[src/rtl/chirq_pkg.sv]
package chirq_pkg;
  localparam int SLICE_W = 8;
  localparam int KINDS   = 5;
  localparam int REG_W   = 32;
  localparam int ADDR_W  = 8;

  localparam logic [ADDR_W-1:0] OFS_RAW    = 8'h08;
  localparam logic [ADDR_W-1:0] OFS_MASKED = 8'h0C;
  localparam logic [ADDR_W-1:0] OFS_MASK   = 8'h10;

  // Bits that hold an event for a given channel count.
  function automatic logic [REG_W-1:0] impl_bits(input int nch);
    logic [REG_W-1:0] m;
    m = '0;
    for (int c = 0; c < nch; c++)
      for (int k = 0; k < KINDS; k++)
        m[c*SLICE_W+k] = 1'b1;
    return m;
  endfunction

  // Masked view of the status word.
  function automatic logic [REG_W-1:0] apply_mask(input logic [REG_W-1:0] raw,
                                                  input logic [REG_W-1:0] msk);
    return raw & msk;
  endfunction
endpackage

[src/rtl/chirq_evt_latch.sv]
module chirq_evt_latch #(
  parameter int W = 5
) (
  input  logic         clk,
  input  logic         rst_n,
  input  logic [W-1:0] evt,
  input  logic [W-1:0] clr,
  output logic [W-1:0] stat
);
  logic [W-1:0] stat_q;

  always_ff @(posedge clk or negedge rst_n) begin
    if (!rst_n) stat_q <= '0;
    else        stat_q <= (stat_q & ~clr) | evt;
  end

  assign stat = stat_q;

  for (genvar k = 0; k < W; k++) begin : g_chk
    assert_evt_sets_R2: assert property (@(posedge clk) disable iff (!rst_n)
      evt[k] |=> stat[k]);
    assert_evt_beats_clear_R4: assert property (@(posedge clk) disable iff (!rst_n)
      (evt[k] && clr[k]) |=> stat[k]);
    assert_sticky_R3: assert property (@(posedge clk) disable iff (!rst_n)
      (stat[k] && !clr[k]) |=> stat[k]);
    assert_w1c_R3: assert property (@(posedge clk) disable iff (!rst_n)
      (clr[k] && !evt[k]) |=> !stat[k]);
  end
endmodule

[src/rtl/chirq_mask_reg.sv]
module chirq_mask_reg #(
  parameter int          W    = 32,
  parameter logic [W-1:0] IMPL = '1
) (
  input  logic         clk,
  input  logic         rst_n,
  input  logic         we,
  input  logic [W-1:0] wdata,
  output logic [W-1:0] mask
);
  logic [W-1:0] mask_q;

  always_ff @(posedge clk or negedge rst_n) begin
    if (!rst_n)  mask_q <= '0;
    else if (we) mask_q <= wdata & IMPL;
  end

  assign mask = mask_q;

  assert_mask_hold_R6: assert property (@(posedge clk) disable iff (!rst_n)
    !we |=> $stable(mask));
  assert_mask_unimpl_R8: assert property (@(posedge clk) disable iff (!rst_n)
    (mask & ~IMPL) == '0);
endmodule

[src/rtl/chan_irq_status.sv]
module chan_irq_status
  import chirq_pkg::*;
#(
  parameter int NUM_CHAN = 2,
  localparam int EVT_W   = NUM_CHAN * KINDS
) (
  input  logic              clk,
  input  logic              rst_n,
  input  logic [EVT_W-1:0]  evt_pulse,
  input  logic              reg_wr,
  input  logic [ADDR_W-1:0] reg_addr,
  input  logic [REG_W-1:0]  reg_wdata,
  output logic [REG_W-1:0]  reg_rdata,
  output logic              irq
);
  localparam logic [REG_W-1:0] IMPL = impl_bits(NUM_CHAN);

  logic              raw_clr_wr;
  logic              mask_wr;
  logic [REG_W-1:0]  raw_w;
  logic [REG_W-1:0]  mask_w;
  logic [REG_W-1:0]  masked_w;

  assign raw_clr_wr = reg_wr && (reg_addr == OFS_RAW);
  assign mask_wr    = reg_wr && (reg_addr == OFS_MASK);

  for (genvar c = 0; c < NUM_CHAN; c++) begin : g_chan
    logic [KINDS-1:0] clr_c;
    logic [KINDS-1:0] stat_c;
    assign clr_c = raw_clr_wr ? reg_wdata[c*SLICE_W +: KINDS] : '0;
    chirq_evt_latch #(.W(KINDS)) u_latch (
      .clk  (clk),
      .rst_n(rst_n),
      .evt  (evt_pulse[c*KINDS +: KINDS]),
      .clr  (clr_c),
      .stat (stat_c)
    );
    assign raw_w[c*SLICE_W +: SLICE_W] = {{(SLICE_W-KINDS){1'b0}}, stat_c};
  end
  if (NUM_CHAN*SLICE_W < REG_W) begin : g_pad
    assign raw_w[REG_W-1:NUM_CHAN*SLICE_W] = '0;
  end

  chirq_mask_reg #(.W(REG_W), .IMPL(IMPL)) u_mask (
    .clk  (clk),
    .rst_n(rst_n),
    .we   (mask_wr),
    .wdata(reg_wdata),
    .mask (mask_w)
  );

  assign masked_w = apply_mask(raw_w, mask_w);
  assign irq      = |masked_w;

  always_comb begin
    unique case (reg_addr)
      OFS_RAW:    reg_rdata = raw_w;
      OFS_MASKED: reg_rdata = masked_w;
      OFS_MASK:   reg_rdata = mask_w;
      default:    reg_rdata = '0;
    endcase
  end

  assert_irq_needs_raw_R7: assert property (@(posedge clk) disable iff (!rst_n)
    irq |-> (raw_w != '0));
  assert_rd_unimpl_R8: assert property (@(posedge clk) disable iff (!rst_n)
    (reg_rdata & ~IMPL) == '0);
endmodule

[config.mk]
export PLATFORM = sky130hd
export DESIGN_NAME = chan_irq_status
export DESIGN_NICKNAME = d
export VERILOG_FILES = /design/src/rtl/chirq_pkg.sv /design/src/rtl/chirq_evt_latch.sv /design/src/rtl/chirq_mask_reg.sv /design/src/rtl/chan_irq_status.sv
export SDC_FILE = /design/constraint.sdc
export NUM_CORES = 1
export LEC_CHECK = 0
export CORE_MARGIN = 2
export CORE_UTILIZATION = 31
export DETAILED_ROUTE_END_ITERATION = 7
export PLACE_DENSITY = 0.73
export RECOVER_POWER = 25
export SYNTH_ARGS = -nofsm -noshare
export SYNTH_HDL_FRONTEND = slang
export SYNTH_SLANG_ARGS = --single-unit
[constraint.sdc]
create_clock -name clk -period 2.05 [get_ports clk]
set_input_delay 0.205 -clock clk [delete_from_list [all_inputs] [get_ports clk]]
set_output_delay 0.205 -clock clk [all_outputs]
set_load 0.005 [all_outputs]
==> results of run 1 <==
timing repair:
action / CTS / global route
resized for setup: 21 / 7
buffers inserted: 16 / 3
cloned: 1 / 0
endpoints found under the setup margin: 10 / 6
pin swaps: 6 / 3
stage by stage:
| step | instance area (sq um) | instances | hold WS, ns | setup TNS, ns | setup WS (ns) |
|---|---|---|---|---|---|
| floorplan | 1309 | 145 | -0.09059 | 0 | 0.8352 |
| global placement | 1674 | 214 | 0.4974 | -1.873 | -0.2011 |
| detailed placement | 1674 | 214 | 0.4964 | -1.678 | -0.1968 |
| CTS | 1836 | 234 | 0.2894 | 0 | 0.004524 |
| global route | 1869 | 237 | 0.5012 | -0.05997 | -0.02290 |
| finish | 1869 | 237 | 0.4926 | 0 | 0.06391 |
path summary, 6_finish.rpt:
check / start / end / slack [ns]
worst max-delay path: u_mask.mask[11]$_DFFE_PN0P_ / irq / 0.06
worst min-delay path: evt_pulse[0] / g_chan[0].u_latch.stat[0]$_DFF_PN0_ / 0.49
worst max register to register: u_mask.mask[0]$_DFFE_PN0P_ / u_mask.mask[0]$_DFFE_PN0P_ / 1.25
worst min register to register: g_chan[0].u_latch.stat[4]$_DFF_PN0_ / g_chan[0].u_latch.stat[4]$_DFF_PN0_ / 0.52
max in group asynchronous: rst_n / g_chan[1].u_latch.stat[4]$_DFF_PN0_ / 0.73
min in group asynchronous: rst_n / u_mask.mask[1]$_DFFE_PN0P_ / 0.67
Yosys cell counts (all sizes together):
master,instances,share of area
nand4,11,0.056
a21o,10,0.061
nor3,1,0.0041
a22oi,4,0.024
inv,1,0.0030
conb,1,0.0030
nor2b,1,0.0051
nand3,11,0.049
o211ai,10,0.061
dfrtp,20,0.41
or3,1,0.0051
nor4b,2,0.019
mux2,10,0.092
buf,26,0.15
clkbuf,4,0.012
a21oi,10,0.041
a221o,1,0.0081
cell families after synthesis:
family,Yosys count
other cells,1
buf+inv,31
mux,10
compound gates,35
simple gates,27
flops,20
worst max-delay path, cell delays in order, from the launching register on:
cell and delay, ns:
dfrtp_1 0.41, a22oi_2 0.22, nand4_1 0.15, a221o_1 0.29, clkdlybuf4s50_1 0.44
power by group through the flow:
stage / Clock (uW) / Combinational (uW) / Sequential (uW)
after floorplan: 0 / 84.7 / 419
after global routing: 281 / 193 / 415
after detailed placement: 0 / 160 / 421
after CTS: 267 / 174 / 413
after global placement: 0 / 159 / 420
final: 265 / 177 / 414
final cells by class:
cell class,instances,area [sq um]
fill,353,1874
multi-input combinational,94,638.1
timing repair buffer,71,625.6
sequential,20,500.5
tap,48,60.06
clock buffer,3,41.29
inverter,1,3.754
flip-flops by register name (all words and copies together), names as in the netlist:
signal               flops
g_chan.u_latch.stat     10
u_mask.mask             10
metal layers:
metal / global-route usage / vias to the layer above / wire (um) / part of all wire
met2: 0.2475 / 75 / 1551 / 0.47
li1: - / 554 / - / -
met5: 0 / - / 0 / 0
met1: 0.1977 / 565 / 1379 / 0.42
met3: 0.03378 / 5 / 291 / 0.089
met4: 0.08418 / 0 / 56 / 0.017
==> impl_metrics.json, run 1 <==
{
  "detail_route.vias_per_cell": 5.059,
  "grt_max_degree": 21,
  "clock_latency_ns": 0.27,
  "cts_max_level": 1,
  "worstPathArrival_ns": 1.78,
  "syn_area_sq_mm": 0.001230,
  "synth_adder_area_share": 0,
  "rows": 22,
  "muxShareOfSynthArea": 0.09156,
  "ff2ff_path_depth": 1,
  "via_count": 1199,
  "grt_pass1_vias": 1095,
  "p_leak_uw": 0.0008006,
  "start_util": 0.3285,
  "cts_buffers": 3,
  "min_period_over_period": 0.9688,
  "sw_frac_of_total": 0.2529,
  "period_needed_ns": 1.986,
  "dieArea_sq_mm": 0.004488,
  "area_delta_synth_final_pct": 51.98,
  "status": "complete, no violations",
  "utilization": 0.4993,
  "endpoint_kind": "output pin",
  "hold_buffers": 0,
  "synth_cell_types": 21,
  "drt-wirelength-per-cell_um": 13.83,
  "synth_simple_gate_area_frac": 0.1384,
  "setup_viol": 0,
  "synth.avg_cell_area_sq_um": 9.919,
  "place.port_buffers": 41,
  "yosysSeqAreaShare": 0.4069,
  "tightest_slew_ns": 1.103,
  "p_comb_frac": 0.207,
  "finalPower_uw": 856.0,
  "hold_class": "primary input to register",
  "grt_overflow": 0,
  "die_w_um": 66.99,
  "crit_type": "register to output pin",
  "synth_cells": 124,
  "gp_congestion": 0.7952,
  "vdd_drop_max_uv": 392.9,
  "clk_pin_slew_ns": 0.07,
  "drc": 0,
  "grt_antenna_before_repair": 0,
  "fmax_ghz": 0.5035,
  "clkPwrFrac": 0.309,
  "synth_xor_xnor_area_share": 0,
  "min_path_cells": 2,
  "ios": 86,
  "path_max_fanout": 4,
  "p_sw_uw": 216.5,
  "synth_compound_area_frac": 0.1953,
  "first_pass_iters": 4,
  "final_cell_mix": "27 x buf_4, 27 x clkdlybuf4s50_1, 22 x conb_1",
  "ant_nets": 0,
  "max_cap_viol_count": 0,
  "root_buffer": "clkbuf_8",
  "dr.first_iter.drc_count": 29,
  "fp.dieH_um": 66.99,
  "dp_hpwl_mm": 2.123,
  "cts_tree": "done",
  "maxSlewHeadroom": 0.2645,
  "rsz0062_at_grt": "true",
  "worst_setup_path_start_kind": "register",
  "synth_top_family_by_area": "compound AO/OA/AOI/OAI gates",
  "cts_buffer_depth": 2,
  "core_sq_mm": 0.003744,
  "required_ns": 1.85,
  "antenna_cells": 0,
  "drive_gt1_frac": 0.2698,
  "finClkSkew_ns": 0,
  "synth_seq_cells": 20,
  "hold_viol_final": 0,
  "grt_pass1_wl_mm": 5.154,
  "p_int_uw": 639.6,
  "wl_mm": 3.278,
  "ys_warn_count": 0,
  "seqPwrFrac": 0.484,
  "nets": 244,
  "maxSlewViolCount": 0,
  "cellPowerDensity_mw_per_mm2": 457.9,
  "track_usage": 0.1565,
  "cts.sinks": 20
}
No activity file was read; power rests on OpenSTA's default activity.
==> run 2: changes to the inputs <==
==> constraint.sdc (replaced) <==
create_clock -name clk -period 2.05 [get_ports clk]
set_input_delay 0.205 -clock clk [delete_from_list [all_inputs] [get_ports clk]]
set_output_delay 0.205 -clock clk [all_outputs]
set_load 0.02 [all_outputs]
==> impl_metrics.json, run 2 (synthesis results as in run 1) <==
{
  "dieArea_sq_mm": 0.004488,
  "hold_viol_final": 0,
  "cts_buffers": 3,
  "p_leak_uw": 0.0006648,
  "cts_max_level": 1,
  "place_area_sq_mm": 0.001654,
  "place.port_buffers": 41,
  "via_count": 1134,
  "ios": 86,
  "finalHoldWorstSlack_ns": 0.5047,
  "final_cell_mix": "29 x clkdlybuf4s50_1, 22 x conb_1, 20 x dfrtp_1",
  "drt-wirelength-per-cell_um": 14.03,
  "max_cap_viol_count": 0,
  "cts.sinks": 20,
  "required_ns": 1.85,
  "first_pass_iters": 4,
  "setup_viol": 0,
  "finClkSkew_ns": 0,
  "track_usage": 0.1490,
  "rsz0062_at_grt": "false",
  "hold_class": "primary input to register",
  "min_period_over_period": 0.9559,
  "start_util": 0.3285,
  "grt_antenna_before_repair": 0,
  "maxSlewHeadroom": 0.2852,
  "grt_pass1_vias": 1055,
  "rows": 22,
  "dr.first_iter.drc_count": 36,
  "endpoint_kind": "output pin",
  "grt_pass1_wl_mm": 5.002,
  "die_w_um": 66.99,
  "fin_tns_setup_ns": 0,
  "design_area_sq_mm": 0.001658,
  "maxSlewViolCount": 0,
  "wl_mm": 3.058,
  "worstPathArrival_ns": 1.75,
  "core_sq_mm": 0.003744,
  "fp.dieH_um": 66.99,
  "fmax_ghz": 0.5103,
  "drc": 0,
  "period_needed_ns": 1.960,
  "root_buffer": "clkbuf_8",
  "grt_max_degree": 21,
  "antenna_cells": 0,
  "status": "complete, no violations",
  "utilization": 0.4428,
  "detail_route.vias_per_cell": 5.202,
  "clk_pin_slew_ns": 0.07,
  "area_delta_synth_final_pct": 34.79,
  "cts_tree": "done",
  "clock_latency_ns": 0.26,
  "dp_hpwl_mm": 2.224,
  "cellPowerDensity_mw_per_mm2": 516.2,
  "finalPower_uw": 855.7,
  "vdd_drop_max_uv": 366.0,
  "ant_nets": 0,
  "nets": 225,
  "layout_commonest_cell": "clkdlybuf4s50_1",
  "tightest_slew_ns": 1.072,
  "grt_overflow": 0,
  "crit_type": "primary input to output pin",
  "gp_congestion": 0.7679,
  "worst_setup_path_start_kind": "primary input",
  "drive_gt1_frac": 0.2118,
  "cts_buffer_depth": 2,
  "path_max_fanout": 11
}
run 2: cell types whose count changed in the layout (fill, tap and decap cells not counted), moves of 2 or more:
cell	change
dlygate4sd2_1	-9
buf_4	-16
buf_2	+6
a22oi_1	+2
a21oi_1	+2
a21oi_2	-2
a22oi_2	-2
clkdlybuf4s50_1	+2
run 2: where the power goes:
| part | total (uW) | leakage, uW | internal (uW) | switching (uW) |
|---|---|---|---|---|
| Combinational | 189 | 0.000418 | 87.1 | 102 |
| Clock | 253 | 0.0000216 | 131 | 122 |
| Sequential | 414 | 0.000225 | 404 | 9.74 |
run 2: final timing paths:
check                      depth (start not counted)                                 from  slack [ns]                                   to
setup / recovery                                   7                          reg_addr[6]        0.09                         reg_rdata[3]
hold / removal                                     2                         evt_pulse[0]        0.50  g_chan[0].u_latch.stat[0]$_DFF_PN0_
setup reg to reg                                   1          u_mask.mask[12]$_DFFE_PN0P_        1.25          u_mask.mask[12]$_DFFE_PN0P_
hold reg to reg                                    1  g_chan[0].u_latch.stat[1]$_DFF_PN0_        0.51  g_chan[0].u_latch.stat[1]$_DFF_PN0_
max in group asynchronous                          2                                rst_n        0.75  g_chan[1].u_latch.stat[1]$_DFF_PN0_
min in group asynchronous                          2                                rst_n        0.65  g_chan[1].u_latch.stat[2]$_DFF_PN0_
run 2: critical path: stages:
cell and delay, ns:
clkdlybuf4s50_1 0.45, nor4b_2 0.28, buf_4 0.17, buf_4 0.18
o211ai_1 0.11, a21oi_1 0.16, buf_2 0.19
run 2: area by class of cell:
type                       count  area (sq um)
clock buffer                   3         41.29
tap                           48         60.06
fill                         377          2086
timing repair buffer          52         440.4
sequential                    20         500.5
multi-input combinational     94         611.8
inverter                       1         3.754
run 2: routing by layer:
metal | share of wire | global-route usage
met5 | 0 | 0
met4 | 0.017 | 0.06378
met3 | 0.083 | 0.02196
met2 | 0.49 | 0.2325
met1 | 0.41 | 0.2038
run 2: metrics by stage:
stage / cells / setup slack, ns
floorplan: 145 / 0.6234
global placement: 213 / -0.2814
detailed placement: 213 / -0.2797
CTS: 218 / -0.04061
global route: 218 / 0.001548
finish: 218 / 0.09037
run 2: what timing repair did:
action / CTS / global route
buffers inserted: 2 / 0
endpoints found under the setup margin: 11 / 10
gates resized for setup: 26 / 14
hold buffers: 0 / 0
==> run 3: changes to the inputs <==
--- a/config.mk
+++ b/config.mk
@@ -5,11 +5,14 @@
 export SDC_FILE = /design/constraint.sdc
 export NUM_CORES = 1
 export LEC_CHECK = 0
+export CAP_MARGIN = 0
 export CORE_MARGIN = 2
 export CORE_UTILIZATION = 31
+export CTS_CLUSTER_DIAMETER = 60
 export DETAILED_ROUTE_END_ITERATION = 7
-export PLACE_DENSITY = 0.73
+export PLACE_DENSITY = 0.67
 export RECOVER_POWER = 25
 export SYNTH_ARGS = -nofsm -noshare
 export SYNTH_HDL_FRONTEND = slang
+export SYNTH_HIERARCHICAL = 1
 export SYNTH_SLANG_ARGS = --single-unit
==> impl_metrics.json, run 3 <==
{
  "cts_max_level": 1,
  "track_usage": 0.1321,
  "regArea_sq_um": 500.5,
  "dr.first_iter.drc_count": 99,
  "core_sq_mm": 0.004786,
  "place_ws_ns": -0.3702,
  "vdd_drop_max_uv": 295.0,
  "grt_antenna_before_repair": 0,
  "worstPathArrival_ns": 1.78,
  "clk_pin_slew_ns": 0.07,
  "synth_cells": 170,
  "grt_overflow": 0,
  "syn_area_sq_mm": 0.001550,
  "worst_setup_path_start_kind": "primary input",
  "ios": 86,
  "via_count": 1307,
  "ys_warn_count": 6,
  "layout_commonest_cell": "clkdlybuf4s50_1",
  "synth.avg_cell_area_sq_um": 9.119,
  "drc": 0,
  "synth_top_area_frac": 0.3228,
  "synth.largest_area_cell": "dfrtp_1",
  "drive_gt1_frac": 0.1972,
  "fmax_ghz": 0.5036,
  "cts_buffer_depth": 2,
  "root_buffer": "clkbuf_8",
  "cellPowerDensity_mw_per_mm2": 409.5,
  "grt_pass1_vias": 1239,
  "drt-wirelength-per-cell_um": 12.46,
  "p_leak_uw": 0.0008921,
  "antenna_cells": 0,
  "setup_slack_ns": 0.06416,
  "tightest_slew_ns": 1.085,
  "die_w_um": 74.72,
  "rows": 25,
  "crit_type": "primary input to output pin",
  "area_delta_synth_final_pct": 33.25,
  "cts.sinks": 20,
  "hold_class": "primary input to register",
  "detail_route.vias_per_cell": 4.586,
  "start_util": 0.3239,
  "yosysSeqAreaShare": 0.3228,
  "async_reset_ff_frac": 1.000,
  "synthFlopType": "dfrtp_1",
  "maxSlewHeadroom": 0.2766,
  "final_cell_mix": "30 x clkdlybuf4s50_1, 29 x nand3_1, 24 x and3_1",
  "dp_hpwl_mm": 2.631,
  "hold_buffers": 0,
  "path_max_fanout": 9,
  "synth_cell_types": 23,
  "cts_tree": "done",
  "ys_top_cells_by_count": "29 x nand3_1, 24 x and3_1, 23 x buf_4",
  "grt_pass1_wl_mm": 5.671,
  "nets": 273,
  "ant_nets": 0,
  "place.port_buffers": 41,
  "max_cap_viol_count": 0,
  "finalPower_uw": 846.0,
  "gp_congestion": 0.7288,
  "grt_max_degree": 25,
  "multiInputGateArea_sq_um": 868.3,
  "status": "complete, no violations",
  "endpoint_kind": "output pin",
  "min_period_over_period": 0.9687,
  "maxSlewViolCount": 0,
  "period_needed_ns": 1.986,
  "wl_mm": 3.551,
  "required_ns": 1.85,
  "finClkSkew_ns": 0,
  "cts_buffers": 3,
  "first_pass_iters": 5,
  "fillerInstances": 487,
  "setup_viol": 0,
  "rsz0062_at_grt": "false",
  "synth_seq_cells": 20,
  "synth_edf_count": 0,
  "fp.dieH_um": 74.72,
  "clock_latency_ns": 0.25,
  "yosys-top-cells-area": "dfrtp_1 32%, buf_4 11%, and3_1 9.7%",
  "hold_viol_final": 0,
  "yosys.cell_count.top_type": "nand3_1",
  "dieArea_sq_mm": 0.005582
}
[run 3: cell count changes after synthesis, moves of 9 or more]
cell / previous run / this run
a21oi_1: 10 / 0
a31oi_1: 0 / 9
and2_1: 0 / 10
and3_1: 0 / 24
inv_1: 1 / 11
mux2_2: 10 / 0
mux2_4: 0 / 10
nand3_1: 10 / 29
nand4_1: 11 / 0
o211ai_1: 10 / 0
[run 3: logic make-up (layout without fill, tap and decap cells)]
logic type,Yosys count,in the layout,share of synthesized area
and+or+nand+nor,68,68,0.2784
buffers and inverters,45,72,0.1776
AOI/OAI and AO/OA,26,26,0.1219
DFF,20,20,0.3228
muxes,10,10,0.09685
other,1,22,0.002419
[run 3: worst paths after layout]
| kind | start | slack [ns] | cells past startpoint | endpoint |
|---|---|---|---|---|
| min reg2reg | g_chan[1].u_latch/stat[0]$_DFF_PN0_ | 0.54 | 1 | g_chan[1].u_latch/stat[0]$_DFF_PN0_ |
| min in group asynchronous | rst_n | 0.67 | 2 | u_mask/mask[0]$_DFFE_PN0P_ |
| max | reg_addr[5] | 0.06 | 6 | reg_rdata[0] |
| max in group asynchronous | rst_n | 0.73 | 2 | g_chan[1].u_latch/stat[2]$_DFF_PN0_ |
| max reg2reg | u_mask/mask[8]$_DFFE_PN0P_ | 1.24 | 1 | u_mask/mask[8]$_DFFE_PN0P_ |
| min | evt_pulse[3] | 0.51 | 2 | g_chan[0].u_latch/stat[3]$_DFF_PN0_ |
[run 3: power by group]
group | switching [uW] | internal [uW]
registers | 10.5 | 404
clock network | 122 | 131
logic | 73.8 | 105
total | 206 | 640
[run 3: routing by layer]
layer,wire length (um),global-route usage,up-vias
li1,-,-,653
met1,1590,0.1801,605
met2,1741,0.2085,43
met3,166,0.02677,6
met4,53,0.04762,0
met5,0,0,-
[run 3: through the flow]
step | util | cells | cell area [sq um] | TNS (ns) | hold WS [ns]
CTS | 0.4376 | 283 | 2095 | 0 | 0.2998
global route | 0.4316 | 285 | 2066 | 0 | 0.5136
finish | 0.4316 | 285 | 2066 | 0 | 0.5094
floorplan | - | 191 | 1629 | 0 | -0.09059
detailed placement | 0.4272 | 280 | 2044 | -5.627 | 0.5224
global placement | 0.4272 | 280 | 2044 | -5.020 | 0.5154
[run 3: timing repair]
action / 4_1_cts / 5_1_grt
buffers inserted: 0 / 2
gates resized for setup: 39 / 12
cloned: 0 / 0
endpoints found under the setup margin: 10 / 9
pin swaps: 1 / 1
[run 3: cell type report]
class / count / share of cell area
Multi-Input combinational cell: 126 / 0.4204
Timing Repair Buffer: 57 / 0.2550
Sequential cell: 20 / 0.2423
Tap cell: 67 / 0.04058
Inverter: 12 / 0.02180
Clock buffer: 3 / 0.01999
[run 3: worst max-delay path: stages]
cell and delay [ns]:
clkdlybuf4s50_1 0.49, nor4b_4 0.36, buf_6 0.19, nand3_1 0.08, a31oi_1 0.17, clkdlybuf4s15_2 0.28
